File: src/rtl/ring_q_pkg.sv
// Shared offsets and the decoded register command for the ring controller.
package ring_q_pkg;
    localparam logic [7:0] OFS_HEAD = 8'h30;
    localparam logic [7:0] OFS_COMP = 8'h34;
    localparam logic [7:0] OFS_TAIL = 8'h38;
    localparam logic [7:0] OFS_STAT = 8'h3C;
    localparam int         STAT_ERR_BIT = 31;

    typedef struct packed {
        logic        db;    // doorbell write
        logic        ack;   // completion acknowledge write
        logic        clr;   // error clear request
        logic [31:0] cnt;   // count carried by the write
    } reg_cmd_t;
endpackage

File: src/rtl/ring_ptr.sv
// Ring index register: adds a count modulo 2**IDXW and flags a wrap.
// Assumes add_cnt is below the ring size, so at most one wrap per add.
module ring_ptr #(
    parameter int IDXW = 8
) (
    input  logic            clk,
    input  logic            rst_n,
    input  logic            add_en,
    input  logic [IDXW-1:0] add_cnt,
    output logic [IDXW-1:0] idx,
    output logic            wrap
);
    logic [IDXW:0] sum;

    // Wide sum: the carry out marks a crossing of the last slot.
    always_comb begin
        sum  = {1'b0, idx} + {1'b0, add_cnt};
        wrap = add_en & sum[IDXW];
    end

    // Index register, masked to the ring size by truncation.
    always_ff @(posedge clk) begin
        if (!rst_n)      idx <= '0;
        else if (add_en) idx <= sum[IDXW-1:0];
    end
endmodule

File: src/rtl/ring_space.sv
// Occupancy and free-slot arithmetic. Free space withholds GUARD slots.
// Assumes GUARD < 2**IDXW. Pure combinational.
module ring_space #(
    parameter int IDXW  = 8,
    parameter int GUARD = 16
) (
    input  logic [IDXW-1:0] tail,
    input  logic [IDXW-1:0] comp,
    output logic [IDXW-1:0] used,
    output logic [IDXW:0]   avail
);
    localparam int CAP = (1 << IDXW) - GUARD;

    // Free count clamped at zero once occupancy reaches the cap.
    always_comb begin
        used = tail - comp;
        if ({1'b0, used} >= (IDXW+1)'(CAP)) avail = '0;
        else                                avail = (IDXW+1)'(CAP) - {1'b0, used};
    end
endmodule

File: src/rtl/ring_regif.sv
// Register decode: turns the write port into commands and muxes reads.
// Assumes single-cycle writes and a combinational read path.
module ring_regif
    import ring_q_pkg::*;
#(
    parameter int IDXW = 8
) (
    input  logic            wr,
    input  logic [7:0]      waddr,
    input  logic [31:0]     wdata,
    input  logic [7:0]      raddr,
    input  logic [IDXW-1:0] head,
    input  logic [IDXW-1:0] comp,
    input  logic [IDXW-1:0] tail,
    input  logic [1:0]      phase,
    input  logic            err,
    input  logic [IDXW:0]   avail,
    output reg_cmd_t        cmd,
    output logic [31:0]     rdata
);
    // Write decode into the command bundle.
    always_comb begin
        cmd.db  = wr && (waddr == OFS_TAIL);
        cmd.ack = wr && (waddr == OFS_COMP);
        cmd.clr = wr && (waddr == OFS_STAT) && wdata[STAT_ERR_BIT];
        cmd.cnt = wdata;
    end

    // Read mux; unmapped offsets return zero.
    always_comb begin
        case (raddr)
            OFS_HEAD: rdata = 32'(head);
            OFS_COMP: rdata = 32'(comp);
            OFS_TAIL: rdata = 32'(tail);
            OFS_STAT: rdata = {err, 5'b0, phase, 8'b0, 16'(avail)};
            default:  rdata = '0;
        endcase
    end
endmodule

File: src/rtl/desc_ring_ctl.sv
// Single-direction descriptor ring controller. It holds tail (doorbell
// adds), completion (software acknowledges), head (in-order retire) and a
// 2-bit wrap phase. Assumes RING_SIZE is a power of two above GUARD.
module desc_ring_ctl
    import ring_q_pkg::*;
#(
    parameter int RING_SIZE = 256,
    parameter int GUARD     = 16
) (
    input  logic        clk,
    input  logic        rst_n,
    input  logic        reg_wr,
    input  logic [7:0]  reg_waddr,
    input  logic [31:0] reg_wdata,
    input  logic [7:0]  reg_raddr,
    output logic [31:0] reg_rdata,
    input  logic        retire,
    output logic        launch_valid,
    output logic [$clog2(RING_SIZE)-1:0] launch_cnt
);
    localparam int IDXW = $clog2(RING_SIZE);
    localparam int CAP  = RING_SIZE - GUARD;

    reg_cmd_t        cmd;
    logic [IDXW-1:0] head, comp, tail, used;
    logic [IDXW:0]   avail;
    logic [1:0]      phase;
    logic            err;
    logic            tail_wrap, comp_wrap, head_wrap;
    logic            db_ok, db_bad, ack_ok, ack_bad, ret_ok;

    ring_regif #(.IDXW(IDXW)) u_regif (
        .wr(reg_wr), .waddr(reg_waddr), .wdata(reg_wdata), .raddr(reg_raddr),
        .head(head), .comp(comp), .tail(tail), .phase(phase), .err(err),
        .avail(avail), .cmd(cmd), .rdata(reg_rdata)
    );

    ring_space #(.IDXW(IDXW), .GUARD(GUARD)) u_space (
        .tail(tail), .comp(comp), .used(used), .avail(avail)
    );

    // Accept / reject decisions for doorbell, acknowledge and retire.
    always_comb begin
        db_ok   = cmd.db  && (cmd.cnt != 0) && (cmd.cnt <= 32'(avail));
        db_bad  = cmd.db  && (cmd.cnt > 32'(avail));
        ack_ok  = cmd.ack && (cmd.cnt <= 32'(used));
        ack_bad = cmd.ack && (cmd.cnt > 32'(used));
        ret_ok  = retire && (head != tail);
    end

    ring_ptr #(.IDXW(IDXW)) u_tail (
        .clk(clk), .rst_n(rst_n), .add_en(db_ok), .add_cnt(cmd.cnt[IDXW-1:0]),
        .idx(tail), .wrap(tail_wrap)
    );
    ring_ptr #(.IDXW(IDXW)) u_comp (
        .clk(clk), .rst_n(rst_n), .add_en(ack_ok), .add_cnt(cmd.cnt[IDXW-1:0]),
        .idx(comp), .wrap(comp_wrap)
    );
    ring_ptr #(.IDXW(IDXW)) u_head (
        .clk(clk), .rst_n(rst_n), .add_en(ret_ok), .add_cnt(IDXW'(1)),
        .idx(head), .wrap(head_wrap)
    );

    // Phase steps modulo 4 whenever the tail crosses the ring end.
    always_ff @(posedge clk) begin
        if (!rst_n)         phase <= 2'd0;
        else if (tail_wrap) phase <= phase + 2'd1;
    end

    // Sticky error: a rejected doorbell or acknowledge sets it, clear resets it.
    always_ff @(posedge clk) begin
        if (!rst_n)                 err <= 1'b0;
        else if (db_bad || ack_bad) err <= 1'b1;
        else if (cmd.clr)           err <= 1'b0;
    end

    // One-cycle launch pulse carrying the accepted count.
    always_ff @(posedge clk) begin
        if (!rst_n) begin
            launch_valid <= 1'b0;
            launch_cnt   <= '0;
        end else begin
            launch_valid <= db_ok;
            launch_cnt   <= db_ok ? cmd.cnt[IDXW-1:0] : '0;
        end
    end

    // Occupancy never reaches into the guard gap.
    p_guard_kept_r4: assert property (@(posedge clk) disable iff (!rst_n)
        32'(IDXW'(tail - comp)) <= 32'(CAP));

    // A launch always carries a nonzero count within capacity.
    p_launch_bounded_r3: assert property (@(posedge clk) disable iff (!rst_n)
        launch_valid |-> (launch_cnt != 0) && (32'(launch_cnt) <= 32'(CAP)));

    // Head moves by at most one slot per cycle, in ring order.
    p_head_in_order_r8: assert property (@(posedge clk) disable iff (!rst_n)
        1'b1 |=> (head == $past(head)) || (head == IDXW'($past(head) + 1'b1)));

    // Retire at an empty launch window leaves head alone.
    p_retire_idle_r8: assert property (@(posedge clk) disable iff (!rst_n)
        (retire && head == tail) |=> $stable(head));

    // Phase only holds or steps by one.
    p_phase_step_r7: assert property (@(posedge clk) disable iff (!rst_n)
        1'b1 |=> (phase == $past(phase)) || (phase == 2'($past(phase) + 2'd1)));

    // Error stays set unless a clear write arrives.
    p_err_sticky_r9: assert property (@(posedge clk) disable iff (!rst_n)
        (err && !cmd.clr) |=> err);

    // Carry-outs of completion and head wraps are not needed downstream.
    logic unused_wraps;
    assign unused_wraps = comp_wrap ^ head_wrap;
endmodule

File: config.mk
export PLATFORM = sky130hd
export DESIGN_NAME = desc_ring_ctl
export DESIGN_NICKNAME = d
export VERILOG_FILES = /design/src/rtl/ring_q_pkg.sv /design/src/rtl/ring_ptr.sv /design/src/rtl/ring_space.sv /design/src/rtl/ring_regif.sv /design/src/rtl/desc_ring_ctl.sv
export SDC_FILE = /design/constraint.sdc
export NUM_CORES = 1
export LEC_CHECK = 0
export ABC_AREA = 1
export BUFFER_PORTS_ARGS = -buffer_cell sky130_fd_sc_hd__buf_4
export CORE_ASPECT_RATIO = 1.1
export CORE_MARGIN = 10
export CORE_UTILIZATION = 45
export CTS_CLUSTER_SIZE = 40
export DETAILED_ROUTE_END_ITERATION = 12
export GPL_TIMING_DRIVEN = 0
export PLACE_DENSITY = 0.79
export SLEW_MARGIN = 0
export SYNTH_ARGS = -nofsm -noshare
export SYNTH_HDL_FRONTEND = slang
export SYNTH_SLANG_ARGS = --single-unit
File: constraint.sdc
create_clock -name clk -period 4.1 [get_ports clk]
set_input_delay 0.41 -clock clk [delete_from_list [all_inputs] [get_ports clk]]
set_output_delay 0.41 -clock clk [all_outputs]
set_load 0.01 [all_outputs]
==> out/results.ini <==
[floorplan]
die_w_um=104
start_util_pct=46.7
chipHeight_um=113
fp-row-count=33
io_pins=93
die-area_um2=11800
core_um2=7560

[outcome]
status=completed

[clocking]
holdBufCountCts=0
cts_tree=yes
clk_pin_slew_ns=0.08
cts_max_path_buffers=2
clk_latency_ns=0.30
numCtsBuffers=5
clock-root-buffer=clkbuf_8
cts_sinks=36
htreeDepth=2

[worst_setup_path]
critPathKind=register to register
cpPeakStageDelay_ns=0.37
r2r_start=u_tail.idx[0]
worst_ep_arrival_time_ns=4.04
critical_path_required_ns=4.29
path_cells=inv_1, ha_1, fa_1, inv_1, nand2_1, nand2_1, nand3_2, nand3_1, nand2_2, or2_1, nor2_1, nand2_2, nand2_1, ha_1, a21oi_1, o21ai_0, nand2_1, o211ai_1, nand2_1, nand3_2, a21boi_4, nand3_1, o21ai_0, nor2_1
crit_family=simple AND/OR/NAND/NOR gates
path_buf_inv=2
slowest_stage=dfxtp_2
cp-startpoint=u_tail.idx[0]
critPathLaunchType=register
endpoint_kind=register
cp_max_fo=7
crit_top_cell=nand2_1

[place]
place_congestion=0.916
pre_cts_slack_ns=-0.0636
portBuffers=71
dp_hpwl_mm=8.79
placedInstanceArea_um2=4260
placedCellCount=701

[finish]
nets=700
syn_to_final_growth_pct=25.0
register_area_um2=722
fill_cells=702
multi_input_area_um2=2430
diodes=0
finalNonFillerCells=711
layout-drive-gt1-share_pct=22.4
mostFrequentLayoutCells=93 x buf_4, 70 x inv_1, 70 x nand2_1
final_common_cell=buf_4
design_area_um2=4410

[power_and_ir_drop]
ir_worst_vdd_mv=0.130
pwr_density_cell_nw_per_um2=187
power.leakage_uw=0.00208
power.total_uw=825

[sta]
whs_ns=0.414
setup_viol=0
fmax_mhz=260
fin_crit_ns=3.85
hold_viol=0
final-max-slew-violation-count=0
rsz0062_at_grt=true
max-slew-margin-rel_pct=33.0
worst_pin_slew_ns=0.996
layout_setup_ws_ns=0.250
finalClockSkew_ns=0.00893
fin_crit_sh_pct=93.9

[job]
cap_violations=0

[route]
ant_nets=0
vias=3635
wl_mm=10.6
dr.pass1.iters=4
detail_route.wl_per_cell_um=14.9
vias_per_cell=5.11
drtIter0Drc=204
drc_errors=0

[logic_synthesis]
yosysTopAreaCellShare_pct=20.4
synth_cell_types=45
avgSynthCellArea_um2=6.97
syn-cell-area_um2=3530
synth_seq_cells=36
yosys.area.top_type=dfxtp_1
netlist_instances=506
synth_area_leaders=dfxtp_1 20%, ha_1 14%, inv_1 7.6%
ys_seq_area_share_pct=20.4
synth-warning-count=0

[min_path]
hold_class=input port to register
worstHoldStart=reg_wdata[3]

[grt]
grt_use_total_pct=17.4
overflow=0
grt_max_degree=12
grt_antenna_before_repair=0
grt_pass1_wl_mm=16.9
first_global_vias=3482

[cell families (layout without fill, tap and decap cells)]
group	Yosys count	after routing	synth area share (%)
buffers and inverters	100	181	13.3
adders and majority gates	43	43	15.9
xor gates and xnor gates	24	24	6.17
and+or+nand+nor	207	207	28.7
DFF	36	36	20.4
other	1	20	0.106
AOI/OAI and AO/OA	95	95	15.5
[cell type report]
type	instances	area share, %
Clock inverter	2	0.794
Inverter	74	6.30
Multi-Input combinational cell	389	55.1
Timing Repair Buffer	73	12.4
Tap cell	105	2.98
Clock buffer	6	1.65
Buffer	26	4.34
Sequential cell	36	16.4
[cells in the mapped netlist (all sizes together)]
| cell | n |
|---|---|
| ha | 40 |
| dfxtp | 36 |
| nand3b | 1 |
| nand2 | 76 |
| o21bai | 1 |
| a21oi | 46 |
| a221oi | 5 |
| a31o | 1 |
| conb | 1 |
| xnor2 | 9 |
| nand3 | 37 |
| and2 | 1 |
| nor3b | 1 |
| inv | 74 |
| o21a | 2 |
| nand4 | 13 |
| nor2 | 52 |
| o22ai | 3 |
| a211oi | 3 |
| fa | 3 |
| clkbuf | 4 |
| buf | 22 |
| o21ai | 29 |
| xor2 | 15 |
| nor3 | 8 |
| a31oi | 1 |
| or2 | 4 |
| nor4 | 14 |
| a21boi | 1 |
| o211ai | 3 |
[flip-flops by register name, summed over array words and instances, names as in the netlist]
| register | cells |
|---|---|
| phase | 2 |
| u_head.idx | 8 |
| launch_valid | 1 |
| u_tail.idx | 8 |
| u_comp.idx | 8 |
| launch_cnt | 8 |
| err | 1 |
[worst min-delay path, delay by kind of cell]
kind | cells | cell delay (ns)
buffers and inverters | 2 | 0.22
and+or+nand+nor | 1 | 0.04
[final timing paths]
kind / to / slack, ns / cells past startpoint
max: phase[1] / 0.25 / 24
min: launch_cnt[3] / 0.41 / 3
max reg2reg: phase[1] / 0.25 / 24
min reg2reg: phase[0] / 0.48 / 2
[stage by stage]
step | TNS, ns | util [%]
6_report | 0 | 58.4
5_1_grt | -0.00775 | 58.4
4_1_cts | 0 | 58.1
3_5_place_dp | -0.0830 | 56.4
3_3_place_gp | 0 | 56.4
2_1_floorplan | 0 | -
[timing repair]
item	CTS	global route
setup endpoints to repair	4	19
gates resized for setup	1	5
pin swaps	1	1
setup buffers	1	1
hold endpoints to repair	0	0
[power by group]
group	internal, uW	total [uW]	switching, uW	leakage [uW]
sequential	352	354	2.04	0.000291
clock	181	322	141	0.0000552
combinational	69.7	149	79.0	0.00173
[metal layers]
metal	global-route usage, %	share of wire (%)	up-vias
met2	30.9	50	123
li1	-	-	1869
met1	18.9	39	1621
met5	0	0	-
met3	4.60	7.9	22
met4	7.89	3.0	0
Power figures use the tool's default switching activity.
